### config.mk
export PLATFORM = sky130hd
export DESIGN_NAME = flash_read_seq
export DESIGN_NICKNAME = d
export VERILOG_FILES = /design/src/rtl/flash_rd_pkg.sv /design/src/rtl/flash_rd_datapath.sv /design/src/rtl/flash_rd_control.sv /design/src/rtl/flash_read_seq.sv
export SDC_FILE = /design/constraint.sdc
export NUM_CORES = 1
export LEC_CHECK = 0
export BUFFER_PORTS_ARGS = -buffer_cell sky130_fd_sc_hd__buf_2
export CAP_MARGIN = 30
export CORE_MARGIN = 4
export CORE_UTILIZATION = 30
export DETAILED_ROUTE_END_ITERATION = 12
export PLACE_DENSITY_LB_ADDON = 0.05
export SLEW_MARGIN = 20
export SYNTH_ARGS = -nofsm -noshare
export SYNTH_HDL_FRONTEND = slang
export SYNTH_SLANG_ARGS = --single-unit
### constraint.sdc
create_clock -name clk -period 4.3 [get_ports clk]
set_input_delay 0.215 -clock clk [delete_from_list [all_inputs] [get_ports clk]]
set_output_delay 0.215 -clock clk [all_outputs]
set_load 0.1 [all_outputs]
### src/rtl/flash_rd_pkg.sv
package flash_rd_pkg;
  localparam int HDR_SLOTS  = 6;
  localparam int SLOT_W     = 3;
  localparam int BURST_LOG2 = 3;
  localparam int BURST_BYTES = 1 << BURST_LOG2;

  localparam logic [1:0] REG_CTRL = 2'd0;
  localparam logic [1:0] REG_CMD  = 2'd1;
  localparam logic [1:0] REG_OPT  = 2'd2;
  localparam logic [1:0] REG_EN   = 2'd3;

  typedef enum logic [2:0] {
    S_IDLE, S_GAP, S_HDR, S_DATA, S_RESP
  } seqState_t;

  // strobes from control to datapath
  typedef struct packed {
    logic                  load;      // start a serial byte
    logic                  loadData;  // byte is a data byte (mosi held low)
    logic [SLOT_W-1:0]     hdrSel;    // header slot to transmit
    logic                  capture;   // store received byte
    logic [BURST_LOG2-1:0] bufIdx;    // buffer slot for the stored byte
    logic [BURST_LOG2-1:0] rdIdx;     // buffer slot for the response
  } seqStrobe_t;
endpackage

### src/rtl/flash_rd_datapath.sv
module flash_rd_datapath
  import flash_rd_pkg::*;
(
  input  logic                 clk,
  input  logic                 rstN,
  input  logic                 regWrEn,
  input  logic [1:0]           regAddr,
  input  logic [31:0]          regWrData,
  input  logic                 miso,
  input  seqStrobe_t           stb,
  output logic                 sck,
  output logic                 mosi,
  output logic                 byteDone,
  output logic [HDR_SLOTS-1:0] hdrEn,
  output logic                 burstEn,
  output logic                 holdEn,
  output logic                 flushReq,
  output logic                 csOffReq,
  output logic [7:0]           respData
);
  logic [7:0]  cmdByte, optCmdByte;
  logic [31:0] optBytes;
  logic [HDR_SLOTS-1:0] enBits;

  logic        engBusy, engPhase;
  logic [2:0]  bitIdx;
  logic [7:0]  txSh, rxSh;
  logic [7:0]  hdrByte;
  logic [7:0]  burstBuf [BURST_BYTES];

  logic ctrlWr;
  assign ctrlWr   = regWrEn && (regAddr == REG_CTRL);
  assign flushReq = ctrlWr && regWrData[9];
  assign csOffReq = ctrlWr && regWrData[24];

  // bits of the write word this block does not decode
  logic unusedWrBits;
  assign unusedWrBits = ^{regWrData[31:25], regWrData[15], regWrData[13],
                          regWrData[11:10], regWrData[3:1]};

  always_ff @(posedge clk or negedge rstN) begin
    if (!rstN) begin
      cmdByte    <= '0;
      optCmdByte <= '0;
      optBytes   <= '0;
      enBits     <= '0;
      burstEn    <= 1'b0;
      holdEn     <= 1'b0;
    end else if (regWrEn) begin
      unique case (regAddr)
        REG_CTRL: begin
          burstEn <= regWrData[8];
          holdEn  <= regWrData[0];
        end
        REG_CMD: begin
          cmdByte    <= regWrData[23:16];
          optCmdByte <= regWrData[7:0];
        end
        REG_OPT: optBytes <= regWrData;
        REG_EN:  enBits   <= {regWrData[4], regWrData[5], regWrData[6],
                              regWrData[7], regWrData[12], regWrData[14]};
        default: ;
      endcase
    end
  end

  assign hdrEn = enBits;

  // slot order: command, optional command, option 3 .. option 0
  always_comb begin
    unique case (stb.hdrSel)
      3'd0:    hdrByte = cmdByte;
      3'd1:    hdrByte = optCmdByte;
      3'd2:    hdrByte = optBytes[31:24];
      3'd3:    hdrByte = optBytes[23:16];
      3'd4:    hdrByte = optBytes[15:8];
      3'd5:    hdrByte = optBytes[7:0];
      default: hdrByte = 8'h00;
    endcase
  end

  // serial byte engine: two clocks per bit, sck low then high
  assign byteDone = engBusy && engPhase && (bitIdx == 3'd7);
  assign sck      = engBusy && engPhase;
  assign mosi     = engBusy && txSh[7];

  always_ff @(posedge clk or negedge rstN) begin
    if (!rstN) begin
      engBusy  <= 1'b0;
      engPhase <= 1'b0;
      bitIdx   <= '0;
      txSh     <= '0;
      rxSh     <= '0;
    end else begin
      if (engBusy && engPhase) begin
        rxSh     <= {rxSh[6:0], miso};
        txSh     <= {txSh[6:0], 1'b0};
        engPhase <= 1'b0;
        bitIdx   <= bitIdx + 3'd1;
      end else if (engBusy) begin
        engPhase <= 1'b1;
      end
      if (byteDone) engBusy <= 1'b0;
      if (stb.load) begin
        engBusy  <= 1'b1;
        engPhase <= 1'b0;
        bitIdx   <= '0;
        txSh     <= stb.loadData ? 8'h00 : hdrByte;
      end
    end
  end

  always_ff @(posedge clk or negedge rstN) begin
    if (!rstN) begin
      for (int i = 0; i < BURST_BYTES; i++) burstBuf[i] <= '0;
    end else if (stb.capture) begin
      burstBuf[stb.bufIdx] <= {rxSh[6:0], miso};
    end
  end

  assign respData = burstBuf[stb.rdIdx];
endmodule

### src/rtl/flash_rd_control.sv
module flash_rd_control
  import flash_rd_pkg::*;
#(
  parameter int ADDR_W = 12
) (
  input  logic                 clk,
  input  logic                 rstN,
  input  logic                 reqValid,
  input  logic [ADDR_W-1:0]    reqAddr,
  input  logic                 byteDone,
  input  logic [HDR_SLOTS-1:0] hdrEn,
  input  logic                 burstEn,
  input  logic                 holdEn,
  input  logic                 flushReq,
  input  logic                 csOffReq,
  output seqStrobe_t           stb,
  output logic                 csN,
  output logic                 respValid,
  output logic                 seqBusy
);
  localparam int TAG_W = ADDR_W - BURST_LOG2;
  localparam logic [SLOT_W-1:0] SLOT_NONE = SLOT_W'(HDR_SLOTS);

  seqState_t state, stNext;
  logic [SLOT_W-1:0]     hIdx, hIdxNext;
  logic [BURST_LOG2-1:0] dIdx, dIdxNext, reqOff, lastIdx;
  logic [TAG_W-1:0]      reqTag, blkTag;
  logic                  bufValid, csHold;
  logic                  invalidate, dropHold, finish;

  logic [TAG_W-1:0]      tagIn;
  logic [BURST_LOG2-1:0] offIn;
  logic                  isHit, isSeq;
  logic [SLOT_W-1:0]     firstSlot, afterSlot;

  function automatic logic [SLOT_W-1:0] nextEn(input logic [HDR_SLOTS-1:0] en,
                                               input logic [SLOT_W-1:0] from);
    logic [SLOT_W-1:0] r;
    r = SLOT_NONE;
    for (int i = HDR_SLOTS - 1; i >= 0; i--)
      if (en[i] && (i >= int'(from))) r = SLOT_W'(i);
    return r;
  endfunction

  assign tagIn     = reqAddr[ADDR_W-1:BURST_LOG2];
  assign offIn     = reqAddr[BURST_LOG2-1:0];
  assign isHit     = bufValid && burstEn && (tagIn == blkTag);
  assign isSeq     = burstEn && csHold && (tagIn == blkTag + TAG_W'(1));
  assign firstSlot = nextEn(hdrEn, '0);
  assign afterSlot = nextEn(hdrEn, hIdx + SLOT_W'(1));
  assign lastIdx   = burstEn ? BURST_LOG2'(BURST_BYTES - 1) : '0;

  always_comb begin
    stb        = '0;
    stb.rdIdx  = reqOff;
    stNext     = state;
    hIdxNext   = hIdx;
    dIdxNext   = dIdx;
    invalidate = 1'b0;
    dropHold   = 1'b0;
    finish     = 1'b0;
    respValid  = 1'b0;
    unique case (state)
      S_IDLE: if (reqValid) begin
        if (isHit) begin
          stNext = S_RESP;
        end else if (isSeq) begin
          invalidate   = 1'b1;
          stb.load     = 1'b1;
          stb.loadData = 1'b1;
          dIdxNext     = '0;
          stNext       = S_DATA;
        end else if (csHold) begin
          invalidate = 1'b1;
          dropHold   = 1'b1;
          stNext     = S_GAP;
        end else begin
          invalidate = 1'b1;
          stb.load   = 1'b1;
          if (firstSlot != SLOT_NONE) begin
            stb.hdrSel = firstSlot;
            hIdxNext   = firstSlot;
            stNext     = S_HDR;
          end else begin
            stb.loadData = 1'b1;
            dIdxNext     = '0;
            stNext       = S_DATA;
          end
        end
      end
      S_GAP: begin
        stb.load = 1'b1;
        if (firstSlot != SLOT_NONE) begin
          stb.hdrSel = firstSlot;
          hIdxNext   = firstSlot;
          stNext     = S_HDR;
        end else begin
          stb.loadData = 1'b1;
          dIdxNext     = '0;
          stNext       = S_DATA;
        end
      end
      S_HDR: if (byteDone) begin
        stb.load = 1'b1;
        if (afterSlot != SLOT_NONE) begin
          stb.hdrSel = afterSlot;
          hIdxNext   = afterSlot;
        end else begin
          stb.loadData = 1'b1;
          dIdxNext     = '0;
          stNext       = S_DATA;
        end
      end
      S_DATA: if (byteDone) begin
        stb.capture = 1'b1;
        stb.bufIdx  = burstEn ? dIdx : reqOff;
        if (dIdx == lastIdx) begin
          finish = 1'b1;
          stNext = S_RESP;
        end else begin
          stb.load     = 1'b1;
          stb.loadData = 1'b1;
          dIdxNext     = dIdx + BURST_LOG2'(1);
        end
      end
      S_RESP: begin
        respValid = 1'b1;
        stNext    = S_IDLE;
      end
      default: stNext = S_IDLE;
    endcase
  end

  always_ff @(posedge clk or negedge rstN) begin
    if (!rstN) begin
      state    <= S_IDLE;
      hIdx     <= '0;
      dIdx     <= '0;
      reqTag   <= '0;
      reqOff   <= '0;
      blkTag   <= '0;
      bufValid <= 1'b0;
      csHold   <= 1'b0;
    end else begin
      state <= stNext;
      hIdx  <= hIdxNext;
      dIdx  <= dIdxNext;
      if (state == S_IDLE && reqValid) begin
        reqTag <= tagIn;
        reqOff <= offIn;
      end
      if (flushReq || invalidate) bufValid <= 1'b0;
      else if (finish)            bufValid <= burstEn;
      if (finish) blkTag <= reqTag;
      if (csOffReq || dropHold) csHold <= 1'b0;
      else if (finish)          csHold <= burstEn && holdEn;
    end
  end

  assign csN     = !((state == S_HDR) || (state == S_DATA) || csHold);
  assign seqBusy = (state != S_IDLE);
endmodule

### src/rtl/flash_read_seq.sv
module flash_read_seq
  import flash_rd_pkg::*;
#(
  parameter int ADDR_W = 12
) (
  input  logic              clk,
  input  logic              rstN,
  input  logic              regWrEn,
  input  logic [1:0]        regAddr,
  input  logic [31:0]       regWrData,
  input  logic              reqValid,
  input  logic [ADDR_W-1:0] reqAddr,
  output logic              respValid,
  output logic [7:0]        respData,
  output logic              sck,
  output logic              csN,
  output logic              mosi,
  input  logic              miso
);
  seqStrobe_t           stb;
  logic                 byteDone, burstEn, holdEn, flushReq, csOffReq, seqBusy;
  logic [HDR_SLOTS-1:0] hdrEn;

  flash_rd_datapath u_dp (
    .clk(clk), .rstN(rstN), .regWrEn(regWrEn), .regAddr(regAddr),
    .regWrData(regWrData), .miso(miso), .stb(stb), .sck(sck), .mosi(mosi),
    .byteDone(byteDone), .hdrEn(hdrEn), .burstEn(burstEn), .holdEn(holdEn),
    .flushReq(flushReq), .csOffReq(csOffReq), .respData(respData)
  );

  flash_rd_control #(.ADDR_W(ADDR_W)) u_ctl (
    .clk(clk), .rstN(rstN), .reqValid(reqValid), .reqAddr(reqAddr),
    .byteDone(byteDone), .hdrEn(hdrEn), .burstEn(burstEn), .holdEn(holdEn),
    .flushReq(flushReq), .csOffReq(csOffReq), .stb(stb), .csN(csN),
    .respValid(respValid), .seqBusy(seqBusy)
  );
endmodule

==> results of run 1 <==
## per-stage QoR
| step | total power [mW] | setup WS [ps] | cell area (µm²) | util [%] |
|---|---|---|---|---|
| 2_1_floorplan | 3.77 | 1620 | 8490 | - |
| 3_3_place_gp | 4.18 | 1100 | 9210 | 33.1 |
| 3_5_place_dp | 4.24 | 897 | 9220 | 33.1 |
| 4_1_cts | 5.82 | 892 | 9910 | 35.6 |
| 5_1_grt | 6.11 | 680 | 9950 | 35.7 |
| 6_report | 5.74 | 964 | 9950 | 35.7 |
## cell usage after synthesis, types with 9 or more instances
cell / number
nand3_1: 10
mux2i_1: 10
inv_1: 18
dfrtp_1: 172
buf_1: 11
clkbuf_1: 15
nand2_1: 35
a21oi_1: 20
mux4_2: 16
o21ai_0: 10
nor2_1: 37
o211ai_1: 11
xnor2_1: 9
mux2_2: 164
## worst max-delay path, stage by stage, from the launching register on
cell,delay [ps]
dfrtp_1,420
nand2_1,290
inv_1,490
nand2_1,240
nor3_1,310
o2111a_1,460
nor2_4,170
mux2_1,330
and3_1,180
o32a_1,320
## final cells by class
class | count | area [µm²]
Fill cell | 2747 | 17900
Sequential cell | 172 | 4300
Multi-Input combinational cell | 447 | 3960
Timing Repair Buffer | 84 | 544
Tap cell | 378 | 473
Clock buffer | 17 | 425
Clock inverter | 15 | 171
Inverter | 18 | 67.6
## registers in the layout, indices dropped and copies added (netlist names), 3 cells and up
signal,flops
u_dp.optBytes,32
u_dp.hdrEn,6
u_dp.rxSh,7
u_ctl.hIdx,3
u_dp.txSh,8
u_ctl.dIdx,3
u_ctl.reqTag,9
u_ctl.blkTag,9
u_dp.cmdByte,8
u_dp.bitIdx,3
u_ctl.reqOff,3
u_dp.optCmdByte,8
u_ctl.state,3
u_dp.burstBuf,64
## report_power, final
part           switching, mW  internal (mW)  leakage [nW]
logic                  0.917          0.789          2.04
registers              0.428           2.06          2.18
clock network          0.763          0.786         0.285
## final timing paths
| kind | start | endpoint | slack, ps |
|---|---|---|---|
| min in group asynchronous | rstN | u_ctl.reqTag[7] | 310 |
| worst max register to register | u_dp.engBusy | u_dp.txSh[1] | 960 |
| max in group asynchronous | rstN | u_dp.cmdByte[6] | 3190 |
| worst min register to register | u_dp.burstBuf[57] | u_dp.burstBuf[57] | 500 |
| worst min-delay path | regWrData[31] | u_dp.optBytes[31] | 20 |
| worst max-delay path | u_dp.engBusy | u_dp.txSh[1] | 960 |
## logic make-up (layout without fill, tap and decap cells)
kind of cell / after synthesis / in the layout / synth area share, %
xor+xnor: 17 / 17 / 1.75
buf+inv: 53 / 134 / 2.65
mux: 191 / 191 / 27.3
flops: 172 / 172 / 50.7
compound gates: 86 / 86 / 7.37
fa+ha+maj: 8 / 8 / 1.18
simple gates: 145 / 145 / 9.05
## routing by layer
metal	GRT usage, %	share of wire (%)	vias to the layer above
met3	2.36	2.8	14
met1	19.0	46	2852
met4	3.05	0.90	0
met5	0	0	-
met2	23.6	50	96
li1	-	-	2598
## layout by cell type, fill, tap and decap left out, drive strengths merged, types with 10 or more instances in the layout
cell / netlist / routed
a21oi: 20 / 20
buf: 20 / 75
clkbuf: 15 / 17
dfrtp: 172 / 172
inv: 18 / 25
mux2: 165 / 165
mux2i: 10 / 10
mux4: 16 / 16
nand2: 35 / 35
nand3: 11 / 11
nor2: 38 / 38
o211ai: 12 / 12
o21ai: 11 / 11
## timing repair
action / CTS / global route
hold buffers: 9 / 0
endpoints found under the hold margin: 104 / 0
endpoints found under the setup margin: 0 / 0
==> run summary, run 1 <==
CP max FO - 13
Hold Vio Cnt, Final - 0
syn avg cell area - 12.6 µm²
Post-Place Cells - 1,088
Synth Instances - 672
clock sink total - 172
Die X - 176 µm
power per cell area - 577 nW/µm²
Critical Path Sink Type - flip-flop
DP HPWL - 14,600 µm
CTS max path bufs - 2
core footprint - 27,900 µm²
Synth top area share - 50.7%
I/O Buffers - 62
TritonCTS clock tree - built
post-cts sizing count - 0
initial antenna violation count - 0
Primary FF master, synth - dfrtp_1
Lkg Pwr - 4.50 nW
vias - 5,560
clk_lat worst skew - 430 ps
GPL Wtd Cong - 0.803
gr ovfl total - 0
setup bufs post-CTS - 0
Syn. warnings - 0
Clk pin slew, worst setup/hold paths - 70 ps
diode count - 0
die height - 176 µm
RSZ-0062 raised after global routing - no
Syn Nets - 731
Die Footprint - 31,100 µm²
Hold Slack - 20.7 ps
aggregate global-route resource usage - 14.0%
register area share after synthesis - 50.7%
DR vias/cell - 4.92
drt drc - 0
Req. time, crit path - 4600 ps
WHS Path Cells - 2
Fmax - 300 MHz
Iter 0 DRT Violations - 207
Setup-failing EPs final - 0
Initial Util - 30.5%
num ports - 63
H-tree depth - 4
Row Count - 61
max_cap viols - 0
CP arrival - 3640 ps
status - complete, no violations
Netlist cell types - 65
largest cells by area after synthesis - dfrtp_1 (51%), mux2_2 (22%), mux4_2 (4.2%), nor2_1 (1.6%), nand2_1 (1.5%)
VDD IR max - 0.000193 V
Slew HR - 42.1%
crit share post-route - 77.6%
setup TNS - 0 ps
largest net degree at the start of global routing - 98
drt first pass iters - 4
CP startpoint kind - flip-flop
Final ANT Viol Nets - 0
HP Class - in -> reg
final clock skew - 16.1 ps
FFs w/ async S/R, synth - 100%
area of the mapped netlist - 8490 µm²
flops & latches, synth - 172
worst reg-to-reg path cell count - 9
number of flops mapped to enable cells by yosys - 0
routed len/inst - 18.6 µm
Non-Filler Instances - 1,131
first-pass GRT wire length - 34,100 µm
kind of critical path - reg -> reg
vias in the first global route - 5,885
Slew Limit Fails - 0
Yosys top cell by area - dfrtp_1
fraction of layout cells with a size suffix above 1 - 41.0%
Layout Nets - 799
CTS buffer count - 17
clock root cell - clkbuf_16
Area growth syn-to-layout - 17.2%
fin crit period - 3340 ps
DRT Wirelength - 21,000 µm
Worst-Margin Slew - 867 ps
Power figures use the tool's default switching activity.
==> inputs of run 2 (changes only) <==
Clock period 4.3 ns to 3.1 ns, I/O delays scaled along.
==> run 2 against run 1 <==
Clock skew rose by 0.62 ps. Non-clock buffer count grew 47. Die area stayed put. Total power up 40%. Design area grew 4.3%. Sequential share of layout area is 1.8 points lower. Hold slack gained 14 ps. First-iteration DRC count increased by 37%. Sequential power up 37%. Routed wire length rose by 1.3%. Sequential cell count unchanged. Critical endpoint unchanged. Largest cell class unchanged.
==> run summary, run 2 (synthesis results as in run 1) <==
placed cell area - 9350 µm²
num ports - 63
initial antenna violation count - 0
TritonCTS clock tree - built
die height - 176 µm
vias - 5,719
Worst-Margin Slew - 879 ps
post-layout util - 37.2%
Setup-failing EPs final - 0
CP max FO - 8
crit share post-route - 91.8%
drt drc - 0
fin crit period - 2840 ps
biggest regs - u_dp.burstBuf (64), u_dp.optBytes (32)
metal2 WL - 10,800 µm
CP arrival - 3160 ps
CP startpoint kind - flip-flop
Die X - 176 µm
most common cell after layout, fill and taps aside - dfrtp_1
H-tree depth - 4
Critical Path Sink Type - flip-flop
CTS buffer count - 17
aggregate global-route resource usage - 14.5%
Initial Util - 30.5%
DR vias/cell - 4.85
gr ovfl total - 0
Die Footprint - 31,100 µm²
Non-Filler Instances - 1,178
commonest non-fill, non-tap cells in the layout - dfrtp_1 (171), mux2_2 (164), buf_2 (61)
Hold Vio Cnt, Final - 0
clk_lat worst skew - 440 ps
RSZ-0062 raised after global routing - no
Clk pin slew, worst setup/hold paths - 80 ps
power per cell area - 777 nW/µm²
Lkg Pwr - 4.70 nW
status - complete, no violations
Largest Register - u_dp.burstBuf
# fillers - 2,719
vias in the first global route - 6,240
CTS max path bufs - 2
fraction of layout cells with a size suffix above 1 - 41.0%
clock root cell - clkbuf_16
DRT Wirelength - 21,300 µm
GPL Wtd Cong - 0.861
max_cap viols - 0
clock sink total - 172
Slew Limit Fails - 0
Max Used Layer - met4
Slew HR - 41.2%
Final ANT Viol Nets - 0
final clock skew - 16.7 ps
Req. time, crit path - 3410 ps
drt first pass iters - 4
final total power - 8.06 mW
Area growth syn-to-layout - 22.2%
Row Count - 61
Final Instance Area - 10,400 µm²
Layout Nets - 846
Fmax - 352 MHz
Met1 Routed Length - 9630 µm
diode count - 0
setup bufs post-CTS - 0
kind of critical path - reg -> reg
max FFs per register - 64
Iter 0 DRT Violations - 284
I/O Buffers - 62
routed len/inst - 18.1 µm
VDD IR max - 0.000384 V
DP HPWL - 14,800 µm
setup TNS - 0 ps
detailed route wirelength on metal3 - 529 µm
largest net degree at the start of global routing - 59
HP Class - in -> reg
core footprint - 27,900 µm²
Post-Place Cells - 1,105
first-pass GRT wire length - 35,000 µm
[run 2: critical path, stage by stage, from the launching register on]
cell and delay (ps):
dfrtp_2 430, inv_1 70, ha_1 350, or3b_1 400, a21oi_2 170, a31oi_1 140, o32a_1 390, nand3_2 140
or2_4 200, o22ai_1 100, o32a_1 340
[run 2: final timing paths]
| kind | from | to | slack (ps) | cells past startpoint |
|---|---|---|---|---|
| worst min register to register | u_dp.burstBuf[42] | u_dp.burstBuf[42] | 500 | 1 |
| min in group asynchronous | rstN | u_ctl.reqTag[7] | 250 | 2 |
| max in group asynchronous | rstN | u_dp.optBytes[18] | 1950 | 3 |
| worst max register to register | u_ctl.hIdx[0] | u_dp.txSh[1] | 260 | 10 |
| worst min-delay path | reqAddr[10] | u_ctl.reqTag[7] | 30 | 2 |
| worst max-delay path | u_ctl.hIdx[0] | u_dp.txSh[1] | 260 | 10 |
[run 2: where the power goes]
| part | switching [mW] | internal [mW] |
|---|---|---|
| sequential | 0.557 | 2.86 |
| combinational | 1.31 | 1.17 |
| clock | 1.07 | 1.09 |
[run 2: timing repair]
item,CTS,global route
resized for setup,0,5
endpoints found under the setup margin,0,5
hold endpoints to repair,116,0
hold buffers,41,0
[run 2: area by class of cell]
class	instances	area [µm²]	share of cell area [%]
Sequential cell	172	4310	41.5
Multi-Input combinational cell	447	3980	38.4
Timing Repair Buffer	131	950	9.15
Clock buffer	17	425	4.10
Clock inverter	15	173	1.66
Inverter	18	67.6	0.651
Tap cell	378	473	4.56
[run 2: routing by layer]
| metal | global-route usage (%) | up-vias |
|---|---|---|
| met5 | 0 | - |
| met3 | 2.68 | 20 |
| met2 | 25.0 | 85 |
| met4 | 3.93 | 0 |
| li1 | - | 2679 |
| met1 | 18.7 | 2935 |
[run 2: per-stage QoR]
stage | setup slack [ps] | hold WS [ps]
6_report | 256 | 34.7
3_5_place_dp | 121 | 166
2_1_floorplan | 416 | -141
3_3_place_gp | 213 | 158
5_1_grt | 21.6 | 21.2
4_1_cts | 94.7 | 11.3
==> inputs of run 3 (changes only) <==
Settings changed: RECOVER_POWER set to 25.
==> run 3 against run 2 <==
Cell count did not move. Sequential power barely moved. Critical path type unchanged. The run now ends with capacitance limit, slew limit left. Clock power barely moved. Global-route usage did not move. Clock skew fell by 1.5 ps. Combinational power barely moved. Count of clock-buffer cells in the layout did not move. Largest power group unchanged. Core utilization barely moved. First-iteration DRC count fell by 8.1%. Design area fell by 0.11%. Highest routed layer unchanged.
==> run summary, run 3 (synthesis results as in run 1) <==
status - complete, but fails checks
failing checks - capacitance limit, slew limit
routed len/inst - 18.1 µm
Worst-Margin Slew - 1920 ps
gr ovfl total - 0
CP max FO - 12
diode count - 0
CTS buffer count - 17
Initial Util - 30.5%
first-pass GRT wire length - 35,000 µm
Comb pwr share - 30.8%
Fmax - 351 MHz
H-tree depth - 4
setup TNS - 0 ps
Slew HR - -27.8%
clk_lat worst skew - 440 ps
Row Count - 61
Flop pwr share - 42.4%
power per cell area - 778 nW/µm²
commonest non-fill, non-tap cells in the layout - dfrtp_1 (171), mux2_2 (164), buf_2 (60)
Hold Startpoint - reqAddr[5]
RSZ-0062 raised after global routing - no
Sw Pwr - 2.94 mW
Hold Vio Cnt, Final - 0
WHS Path Cells - 2
Lkg Pwr - 4.69 nW
Req. time, crit path - 3420 ps
internal power contribution - 5.11 mW
Layout Nets - 846
max_cap viols - 2
R2R Path End - u_dp.txSh[7]
CP startpoint kind - flip-flop
fraction of layout cells with a size suffix above 1 - 40.8%
Sw Share - 36.5%
Largest Register - u_dp.burstBuf
drt drc - 0
max FFs per register - 64
final total power - 8.06 mW
Critical Path Sink Type - flip-flop
vias in the first global route - 6,240
DRT Wirelength - 21,300 µm
die height - 176 µm
drt first pass iters - 4
GPL Wtd Cong - 0.861
I/O Buffers - 62
vias - 5,726
Iter 0 DRT Violations - 261
Slew Limit Fails - 33
aggregate global-route resource usage - 14.5%
worst reg-to-reg path cell count - 10
initial antenna violation count - 0
CTS max path bufs - 2
fin crit period - 2850 ps
DP HPWL - 14,800 µm
Clk pin slew, worst setup/hold paths - 70 ps
largest net degree at the start of global routing - 59
Min-Delay Endpoint - u_ctl.reqTag[2]
biggest regs - u_dp.burstBuf (64), u_dp.optBytes (32)
DR vias/cell - 4.86
num ports - 63
crit share post-route - 91.9%
RR Startpoint - u_ctl.blkTag[3]
Hold Slack - 36.1 ps
TritonCTS clock tree - built
final clock skew - 15.2 ps
most common cell after layout, fill and taps aside - dfrtp_1
Die Footprint - 31,100 µm²
CP arrival - 3170 ps
Die X - 176 µm
Clock power frac - 26.8%
setup bufs post-CTS - 0
Final ANT Viol Nets - 0
Setup-failing EPs final - 0
core footprint - 27,900 µm²
Area growth syn-to-layout - 22.1%
post-layout util - 37.2%
kind of critical path - reg -> reg
clock root cell - clkbuf_16
VDD IR max - 0.000384 V
HP Class - in -> reg
R2R Setup Slk - 250 ps
clock sink total - 172
run 3: changes by cell type in the layout (fill, tap and decap cells not counted), sizes merged:
| cell | previous run | this run |
|---|---|---|
| clkbuf | 17 | 20 |
| buf | 90 | 87 |
run 3: worst max-delay path, stage by stage (launching register included):
cell	delay (ps)
dfrtp_1	460
xor2_1	220
nor4_1	340
buf_4	180
o21ai_1	100
o21a_2	320
nor2_4	210
buf_4	250
mux2_2	370
o211ai_1	180
a21oi_1	80
run 3: per-layer routing:
| metal | routed length (µm) | global-route usage, % | vias up |
|---|---|---|---|
| met4 | 313 | 3.93 | 0 |
| met2 | 10800 | 25.0 | 78 |
| met5 | 0 | 0 | - |
| li1 | - | - | 2677 |
| met3 | 506 | 2.68 | 20 |
| met1 | 9670 | 18.7 | 2951 |
run 3: cell type report:
| class | count | area [µm²] |
|---|---|---|
| tap | 378 | 473 |
| multi-input combinational | 447 | 3980 |
| clock buffer | 17 | 425 |
| inverter | 18 | 67.6 |
| timing repair buffer | 131 | 938 |
| fill | 2724 | 17500 |
| sequential | 172 | 4310 |
| clock inverter | 15 | 173 |
run 3: power groups by stage:
stage | sequential (mW) | combinational, mW | clock [mW]
floorplan | 3.18 | 2.06 | 0
global placement | 3.44 | 2.40 | 0
detailed placement | 3.47 | 2.45 | 0
CTS | 3.42 | 2.51 | 2.24
global route | 3.52 | 2.75 | 2.34
finish | 3.42 | 2.48 | 2.16
run 3: worst max path at each step:
stage	startpoint	to	cells past startpoint
after global routing	u_ctl.hIdx[0]	u_dp.txSh[1]	10
after CTS	u_ctl.hIdx[0]	u_dp.txSh[1]	10
after global placement	u_ctl.blkTag[5]	u_dp.txSh[6]	10
final	u_ctl.blkTag[3]	u_dp.txSh[7]	10
after detailed placement	u_ctl.hIdx[0]	u_dp.txSh[1]	10
after floorplan	u_ctl.hIdx[0]	u_dp.txSh[5]	11
run 3: what timing repair did:
action | 4_1_cts | 5_1_grt
endpoints found under the hold margin | 116 | 0
gates resized for setup | 0 | 5
hold buffers | 41 | 0
setup endpoints to repair | 0 | 5
run 3: per-stage QoR:
step | cells | cell area (µm²) | worst slack [ps]
after detailed placement | 1105 | 9350 | 121
final | 1178 | 10400 | 250
after global placement | 1105 | 9350 | 213
after CTS | 1178 | 10400 | 94.7
after global routing | 1178 | 10400 | 21.6
after floorplan | 672 | 8490 | 416
